--- src/rtl/irq_latch_pkg.sv ---
package irq_latch_pkg;
  localparam int unsigned ADDR_W = 3;
  typedef enum logic [ADDR_W-1:0] {
    REG_RISE_EN = 3'd0,
    REG_FALL_EN = 3'd1,
    REG_PRIO    = 3'd2,
    REG_LATCH_H = 3'd3,
    REG_LATCH_L = 3'd4
  } reg_addr_e;
endpackage

--- src/rtl/irq_edge_detect.sv ---
module irq_edge_detect #(
  parameter int unsigned N = 32,
  parameter int unsigned SYNC_STAGES = 2
) (
  input  logic         clk,
  input  logic         rst,
  input  logic [N-1:0] line_in,
  output logic [N-1:0] rise,
  output logic [N-1:0] fall
);
  localparam int unsigned LAST = SYNC_STAGES - 1;

  logic [SYNC_STAGES-1:0][N-1:0] chain_q;
  logic [N-1:0] prev_q;

  always_ff @(posedge clk) begin
    if (rst) begin
      chain_q <= '0;
      prev_q  <= '0;
    end else begin
      chain_q <= {chain_q[SYNC_STAGES-2:0], line_in};
      prev_q  <= chain_q[LAST];
    end
  end

  generate
    for (genvar i = 0; i < N; i++) begin : g_edge
      assign rise[i] = chain_q[LAST][i] & ~prev_q[i];
      assign fall[i] = ~chain_q[LAST][i] & prev_q[i];
    end
  endgenerate
endmodule

--- src/rtl/irq_latch_group.sv ---
module irq_latch_group #(
  parameter int unsigned N = 32
) (
  input  logic         clk,
  input  logic         rst,
  input  logic [N-1:0] set_vec,
  input  logic         rd_clr,
  output logic [N-1:0] latch_q,
  output logic         summary_q
);
  logic [N-1:0] latch_nxt;

  // A clear takes out the old contents. A set in the same cycle still lands.
  assign latch_nxt = (rd_clr ? '0 : latch_q) | set_vec;

  always_ff @(posedge clk) begin
    if (rst) begin
      latch_q   <= '0;
      summary_q <= 1'b0;
    end else begin
      latch_q   <= latch_nxt;
      summary_q <= |latch_nxt;
    end
  end
endmodule

--- src/rtl/irq_csr_regs.sv ---
module irq_csr_regs
  import irq_latch_pkg::*;
#(
  parameter int unsigned N = 32
) (
  input  logic              clk,
  input  logic              rst,
  input  logic              bus_wr,
  input  logic              bus_rd,
  input  logic [ADDR_W-1:0] bus_addr,
  input  logic [N-1:0]      bus_wdata,
  input  logic [N-1:0]      latch_hi,
  input  logic [N-1:0]      latch_lo,
  output logic [N-1:0]      rise_en_q,
  output logic [N-1:0]      fall_en_q,
  output logic [N-1:0]      prio_q,
  output logic [N-1:0]      rdata_q,
  output logic              clr_hi,
  output logic              clr_lo
);
  logic [N-1:0] rd_mux;

  always_comb begin
    case (bus_addr)
      REG_RISE_EN: rd_mux = rise_en_q;
      REG_FALL_EN: rd_mux = fall_en_q;
      REG_PRIO:    rd_mux = prio_q;
      REG_LATCH_H: rd_mux = latch_hi;
      REG_LATCH_L: rd_mux = latch_lo;
      default:     rd_mux = '0;
    endcase
  end

  assign clr_hi = bus_rd && (bus_addr == REG_LATCH_H);
  assign clr_lo = bus_rd && (bus_addr == REG_LATCH_L);

  always_ff @(posedge clk) begin
    if (rst) begin
      rise_en_q <= '0;
      fall_en_q <= '0;
      prio_q    <= '0;
      rdata_q   <= '0;
    end else begin
      if (bus_wr) begin
        case (bus_addr)
          REG_RISE_EN: rise_en_q <= bus_wdata;
          REG_FALL_EN: fall_en_q <= bus_wdata;
          REG_PRIO:    prio_q    <= bus_wdata;
          default:     ;
        endcase
      end
      if (bus_rd) rdata_q <= rd_mux;
    end
  end
endmodule

--- src/rtl/irq_edge_latch_ctrl.sv ---
module irq_edge_latch_ctrl
  import irq_latch_pkg::*;
#(
  parameter int unsigned NUM_LINES   = 32,
  parameter int unsigned SYNC_STAGES = 2
) (
  input  logic                 clk,
  input  logic                 rst,
  input  logic [NUM_LINES-1:0] line_in,
  input  logic [NUM_LINES-1:0] evt_in,
  input  logic                 bus_wr,
  input  logic                 bus_rd,
  input  logic [ADDR_W-1:0]    bus_addr,
  input  logic [NUM_LINES-1:0] bus_wdata,
  output logic [NUM_LINES-1:0] bus_rdata,
  output logic                 irq_hi_o,
  output logic                 irq_lo_o
);
  logic [NUM_LINES-1:0] rise, fall, hit;
  logic [NUM_LINES-1:0] rise_en_q, fall_en_q, prio_q;
  logic [NUM_LINES-1:0] latch_hi_q, latch_lo_q, set_hi, set_lo;
  logic                 clr_hi, clr_lo;

  irq_edge_detect #(.N(NUM_LINES), .SYNC_STAGES(SYNC_STAGES)) u_edge (
    .clk(clk), .rst(rst), .line_in(line_in), .rise(rise), .fall(fall)
  );

  irq_csr_regs #(.N(NUM_LINES)) u_csr (
    .clk(clk), .rst(rst), .bus_wr(bus_wr), .bus_rd(bus_rd),
    .bus_addr(bus_addr), .bus_wdata(bus_wdata),
    .latch_hi(latch_hi_q), .latch_lo(latch_lo_q),
    .rise_en_q(rise_en_q), .fall_en_q(fall_en_q), .prio_q(prio_q),
    .rdata_q(bus_rdata), .clr_hi(clr_hi), .clr_lo(clr_lo)
  );

  generate
    for (genvar i = 0; i < NUM_LINES; i++) begin : g_line
      assign hit[i]    = (rise[i] & rise_en_q[i]) | (fall[i] & fall_en_q[i]) | evt_in[i];
      assign set_hi[i] = hit[i] & prio_q[i];
      assign set_lo[i] = hit[i] & ~prio_q[i];
    end
  endgenerate

  irq_latch_group #(.N(NUM_LINES)) u_grp_hi (
    .clk(clk), .rst(rst), .set_vec(set_hi), .rd_clr(clr_hi),
    .latch_q(latch_hi_q), .summary_q(irq_hi_o)
  );

  irq_latch_group #(.N(NUM_LINES)) u_grp_lo (
    .clk(clk), .rst(rst), .set_vec(set_lo), .rd_clr(clr_lo),
    .latch_q(latch_lo_q), .summary_q(irq_lo_o)
  );
endmodule

--- config.mk ---
export PLATFORM = sky130hd
export DESIGN_NAME = irq_edge_latch_ctrl
export DESIGN_NICKNAME = d
export VERILOG_FILES = /design/src/rtl/irq_latch_pkg.sv /design/src/rtl/irq_edge_detect.sv /design/src/rtl/irq_latch_group.sv /design/src/rtl/irq_csr_regs.sv /design/src/rtl/irq_edge_latch_ctrl.sv
export SDC_FILE = /design/constraint.sdc
export NUM_CORES = 1
export LEC_CHECK = 0
export CORE_UTILIZATION = 50
export DETAILED_ROUTE_END_ITERATION = 8
export GPL_TIMING_DRIVEN = 0
export PLACE_DENSITY = 0.85
export SYNTH_ARGS = -nofsm -noshare
export SYNTH_HDL_FRONTEND = slang
export SYNTH_SLANG_ARGS = --single-unit
export TNS_END_PERCENT = 10
--- constraint.sdc ---
create_clock -name clk -period 4.4 [get_ports clk]
set_clock_uncertainty 0.2 [all_clocks]
set_input_delay 1.32 -clock clk [delete_from_list [all_inputs] [get_ports clk]]
set_output_delay 1.32 -clock clk [all_outputs]
set_load 0.05 [all_outputs]
==> results.txt, run 1 <==
grt ovf: 0
Via density: 5.94
Die Wd: 153 um
Root Buffer: clkbuf_16
synthesis-to-finish area growth: 23.5%
Core ar.: 0.0221 mm2
Post-CTS Setup Repair Bufs: 0
Final #Nets: 1,587
routed vias: 10,595
total CTS buffers: 29
TritonCTS clock tree: yes
syn avg cell area: 8.63 um2
outcome: complete, no violations
slew margin rel.: 0.446
# IOs: 137
worst vdd ir: 0.266 mV
largest net degree at the start of global routing: 15
crit path kind: in -> reg
clk slew on worst S/H paths: 60 ps
FF+latch count, synth: 290
H-tree depth: 1
critical path's top delay family: simple AND/OR/NAND/NOR gates
syn_nets: 1,423
Max Freq: 289 MHz
cts-stage hold buffer count: 0
IO buf count: 133
Clock Latency Late Sink: 550 ps
crit-path cells: clkdlybuf4s50_1, nor2_1, nand3_1, a2bb2o_1, nor4_1, a41oi_1
DR pass1 iterations: 6
MaxCap Viol Count: 0
DRT iter0 DRCs: 1,112
post-route cell area: 0.0141 mm2
Worst EP arrival: 3610 ps
crit-path max cell delay: 540 ps
slowest cell on the critical path: nor4_1
all-layer global routing usage: 0.301
wire per inst: 20.2 um
die height: 153 um
Fin. Hold Viols: 0
initial antenna violation count: 0
final setup TNS: 0 ps
Critical Path End Type: flop
final WL: 36,100 um
sequential share of the synthesized area: 0.510
share of layout cells above drive strength 1: 0.0858
Longest Clk Path Bufs: 3
Mapped Area: 0.0114 mm2
# setup viols final: 0
most frequent cells in the layout: dfxtp_1, nand2_1, a21oi_1
Sink Count: 290
hpwl dp: 25,300 um
first-pass GRT wire length: 54,900 um
crit share post-route: 0.787
drc violations: 0
Critical Path Fanout Max: 7
remaining antenna violation count: 0
initial core utilization: 0.515
distinct cell type count after synthesis: 38
commonest non-fill, non-tap cell in the layout: dfxtp_1
worst hold-check path type: reg -> reg
pwr dens: 416 mW/mm2
Syn. warnings: 0
vias in the first global route: 10,062
Final GP Congestion: 0.972
Register Area: 0.00581 mm2
WP data required: 4550 ps
Critical path buffers and inverters: 1
Gate Count Post-Synth: 1,320
Inserted Diodes: 0
crit path time final: 3460 ps
RSZ-0062 raised after global routing: false
DIE AREA: 0.0234 mm2
Leakage: 0.00508 uW
Site Rows: 54
max-slew violations: 0
# fillers: 1,839
worst-margin pin slew: 831 ps
area of the multi-input gates: 0.00508 mm2
cts repair resizes: 0
placed inst area: 0.0131 mm2
CP Launch Type: input pin
-- metal layers --
| metal | GRT usage | vias up | share of wire |
|---|---|---|---|
| li1 | - | 4882 | - |
| met1 | 0.397 | 4975 | 0.40 |
| met3 | 0.0544 | 117 | 0.11 |
| met2 | 0.486 | 621 | 0.45 |
| met4 | 0.126 | 0 | 0.038 |
| met5 | 0 | - | 0 |
-- state kept, by name, summed over array words and instances (netlist names) --
register / cells
u_csr.fall_en_q: 32
u_edge.prev_q: 32
u_csr.rise_en_q: 32
u_grp_lo.latch_q: 32
u_grp_lo.summary_q: 1
u_grp_hi.latch_q: 32
u_edge.chain_q: 64
u_grp_hi.summary_q: 1
u_csr.prio_q: 32
u_csr.rdata_q: 32
-- cells in the mapped netlist, drive strengths merged --
library cell / n / area (um2)
dfxtp: 290 / 5810
nand2: 227 / 852
a21oi: 222 / 1110
nor2b: 98 / 613
nor2: 80 / 300
a22oi: 62 / 465
clkbuf: 55 / 208
inv: 39 / 146
nand3b: 37 / 278
mux2: 31 / 349
buf: 29 / 150
and3b: 27 / 236
a31oi: 20 / 125
nor4: 19 / 119
a31o: 18 / 158
nor3: 15 / 80.1
o31ai: 12 / 90.1
nand4: 7 / 43.8
o22ai: 4 / 25.0
or4: 4 / 30.0
and4: 3 / 26.3
a2bb2o: 2 / 20.0
a311oi: 2 / 17.5
and2: 2 / 12.5
and3: 2 / 12.5
nand2b: 2 / 12.5
nand3: 2 / 10.0
nor3b: 2 / 20.0
o2111ai: 2 / 17.5
a211oi: 1 / 7.51
a41oi: 1 / 8.76
mux4: 1 / 22.5
nor4b: 1 / 8.76
o21ai: 1 / 5.00
-- cell families (layout without fill, tap and decap cells) --
| group | count (synthesis) | after routing | share of synthesized area |
|---|---|---|---|
| and+or+nand+nor | 528 | 528 | 0.233 |
| AOI/OAI and AO/OA | 347 | 347 | 0.180 |
| DFF | 290 | 290 | 0.510 |
| buffers and inverters | 123 | 307 | 0.0443 |
| muxes | 32 | 32 | 0.0326 |
-- cell type report --
type / instances / share of cell area
clock buffer: 37 / 0.0566
tap: 280 / 0.0249
buffer: 84 / 0.0254
inverter: 39 / 0.0104
clock inverter: 14 / 0.0145
sequential: 290 / 0.413
multi-input combinational: 907 / 0.361
timing repair buffer: 133 / 0.0946
-- final timing paths --
kind	startpoint	endpoint	slack (ps)	cells past startpoint
worst max-delay path	bus_addr[1]	u_grp_lo.summary_q	940	6
worst min register to register	u_edge.chain_q[22]	u_edge.chain_q[54]	230	1
worst min-delay path	u_edge.chain_q[22]	u_edge.chain_q[54]	230	1
worst max register to register	u_grp_lo.latch_q[17]	u_grp_lo.summary_q	1720	5
-- stage by stage --
step | util | hold WS [ps] | total power (uW) | cells | worst slack (ps)
after floorplan | - | 214 | 3050 | 1320 | 1650
after global placement | 0.592 | 215 | 3280 | 1733 | 599
after detailed placement | 0.592 | 222 | 3290 | 1733 | 593
after CTS | 0.637 | 237 | 5850 | 1784 | 1100
after global routing | 0.637 | 249 | 6010 | 1784 | 987
final | 0.637 | 233 | 5850 | 1784 | 936
-- power by group --
part / switching [uW] / internal, uW / leakage [uW]
sequential: 65.4 / 2710 / 0.00237
clock: 1040 / 1560 / 0.000490
combinational: 275 / 197 / 0.00222
Note: power is estimated with default switching activity, not from simulation.
==> run 2, diff against run 1 <==
Clock period 4.4 ns to 3.62 ns, I/O delays scaled along.
==> results of run 2 <==
The final DEF is identical to that of run 1. Status: complete, no violations.
Main changes from that run: setup slack after placement 593 ps -> 47.3 ps; setup slack after layout 936 ps -> 390 ps; register-to-register setup slack 1720 ps -> 940 ps; total power 5850 uW -> 7120 uW; worst IR drop on VDD 0.266 mV -> 0.323 mV
==> run 3, diff against run 2 <==
Settings changed: ABC_AREA from default to 1.
==> results.txt, run 3 <==
outcome: complete, no violations
Worst EP arrival: 3580 ps
Syn. warnings: 0 (unchanged)
Critical Path Fanout Max: 10 (+3)
cell taking the most area after synthesis: dfxtp_1
DIE AREA: 0.0240 mm2 (+2.5%)
drc violations: 0 (unchanged)
Max Freq: 301 MHz
post-route cell area: 0.0143 mm2 (+1.9%)
ys flop type: dfxtp_1
H-tree depth: 1 (unchanged)
all-layer global routing usage: 0.300 (-0.00156)
grt ovf: 0 (unchanged)
distinct cell type count after synthesis: 23 (-39%)
final setup TNS: 0 ps (unchanged)
hold depth: 2 (+1)
share of layout cells above drive strength 1: 0.0369 (-0.0489)
pre-CTS setup slack: -88.7 ps
worst vdd ir: 0.385 mV
Leakage: 0.00586 uW (+15%)
cts repair resizes: 0 (unchanged)
MaxCap Viol Count: 0 (unchanged)
Final WS setup: 297 ps
Largest register FFs: 64 (unchanged)
syn avg cell area: 7.16 um2 (-17%)
pwr dens: 489 mW/mm2
die height: 155 um (+1.2%)
Hold Crit Start: u_edge.chain_q[28]
most common cell in the netlist: nand2_1
crit path time final: 3320 ps
Fin. Hold Viols: 0 (unchanged)
Site Rows: 55 (+1.9%)
placed inst area: 0.0134 mm2 (+2.5%)
vias in the first global route: 10,677 (+6.1%)
synthesis-to-finish area growth: 22.8%
# setup viols final: 0 (unchanged)
Synth top cells by count: nand2_1, dfxtp_1, inv_1, nor2_1, a21oi_1
syn_nets: 1,734 (+22%)
most frequent cells in the layout: nand2_1, dfxtp_1, inv_1
RSZ-0062 raised after global routing: false
Hold Path Sink: u_edge.chain_q[60]
slew margin rel.: 0.379 (-0.0665)
R2R depth: 11 (+6)
CP Launch Type: input pin
Crit Reg-Reg Startpoint: u_edge.chain_q[56]
Tot Pwr: 7010 uW
final WL: 36,300 um (+0.59%)
FF+latch count, synth: 290 (unchanged)
Top reg by flops: u_edge.chain_q
remaining antenna violation count: 0 (unchanged)
clk slew on worst S/H paths: 60 ps (about the same)
commonest non-fill, non-tap cell in the layout: nand2_1
FF-to-FF setup slack: 1830 ps
DR pass1 iterations: 6 (unchanged)
first-pass GRT wire length: 55,300 um (+0.65%)
cts-stage hold buffer count: 0 (unchanged)
worst hold-check path type: reg -> reg
sequential share of the synthesized area: 0.497 (-0.0125)
Post-CTS Setup Repair Bufs: 0 (unchanged)
total CTS buffers: 29 (unchanged)
routed vias: 11,535 (+8.9%)
# IOs: 137 (unchanged)
Mapped Area: 0.0117 mm2 (+2.5%)
Synth top area share: 0.497 (-0.0125)
Longest Clk Path Bufs: 3 (unchanged)
Core ar.: 0.0228 mm2 (+3.1%)
Critical Path End Type: flop
initial antenna violation count: 0 (unchanged)
Sink Count: 290 (unchanged)
Final GP Congestion: 0.939 (-3.4%)
Gate Count Post-Synth: 1,631 (+24%)
IO buf count: 133 (unchanged)
largest net degree at the start of global routing: 14 (-1)
crit share post-route: 0.918
# fillers: 1,957 (+6.4%)
Root Buffer: clkbuf_16
DRT iter0 DRCs: 1,369 (+23%)
worst-margin pin slew: 931 ps (+99.7 ps)
Post-synth EDFFs: 0 (unchanged)
Inserted Diodes: 0 (unchanged)
top post-synthesis cells by area: dfxtp_1, nand2_1, inv_1
crit path kind: in -> reg
R2R Path End: u_grp_lo.summary_q
Die Wd: 155 um (+1.2%)
max-slew violations: 0 (unchanged)
wire per inst: 17.1 um (-16%)
initial core utilization: 0.512 (-0.00296)
TritonCTS clock tree: yes
FFs w/ async S/R, synth: 0 (unchanged)
Final #Nets: 1,898 (+20%)
Clock Latency Late Sink: 550 ps (about the same)
Via density: 5.42 (-8.7%)
WP data required: 3870 ps
hpwl dp: 25,300 um (+0.18%)
run 3: worst max-delay path by stage:
stage / slack [ps] / start / depth (start not counted) / to
detailed placement: -90 / bus_wr / 5 / u_csr.rise_en_q[9]
finish: 300 / bus_wr / 5 / u_csr.rise_en_q[3]
global placement: 3 / bus_wr / 5 / u_csr.rise_en_q[23]
floorplan: 1120 / bus_addr[2] / 12 / u_grp_hi.summary_q
CTS: 450 / bus_wr / 5 / u_csr.rise_en_q[3]
global route: 260 / bus_wr / 5 / u_csr.rise_en_q[3]
run 3: kinds of logic after synthesis:
logic type | synth area share
buf+inv | 0.106
compound gates | 0.135
simple gates | 0.262
flops | 0.497
run 3: worst max-delay path: stages:
cell,delay (ps)
clkdlybuf4s50_1,500
clkbuf_1,550
nand2_1,590
clkbuf_1,500
a211oi_1,330
run 3: power by group:
group | switching, uW | internal (uW) | leakage [uW]
registers | 57.3 | 3310 | 0.00237
clock network | 1240 | 1730 | 0.000462
logic | 428 | 241 | 0.00303
total | 1730 | 5280 | 0.00586
run 3: routing by layer:
metal / vias up / track usage / routed length [um]
li1: 5466 / - / -
met3: 108 / 0.0516 / 3730
met5: - / 0 / 0
met2: 664 / 0.499 / 16800
met4: 0 / 0.127 / 1440
met1: 5297 / 0.383 / 14300
run 3: area by class of cell:
type                       count  area [um2]  share of cell area
buffer                        82         345              0.0241
clock buffer                  47         883              0.0616
clock inverter                 4        56.3             0.00393
inverter                     237         890              0.0621
multi-input combinational   1022        4630               0.323
sequential                   290        5810               0.405
tap                          313         392              0.0273
timing repair buffer         133        1330              0.0929
run 3: stage by stage:
stage	hold slack [ps]	utilization	instances
2_1_floorplan	188	-	1631
3_3_place_gp	189	0.588	2077
3_5_place_dp	192	0.588	2077
4_1_cts	201	0.629	2128
5_1_grt	218	0.629	2128
6_report	196	0.629	2128
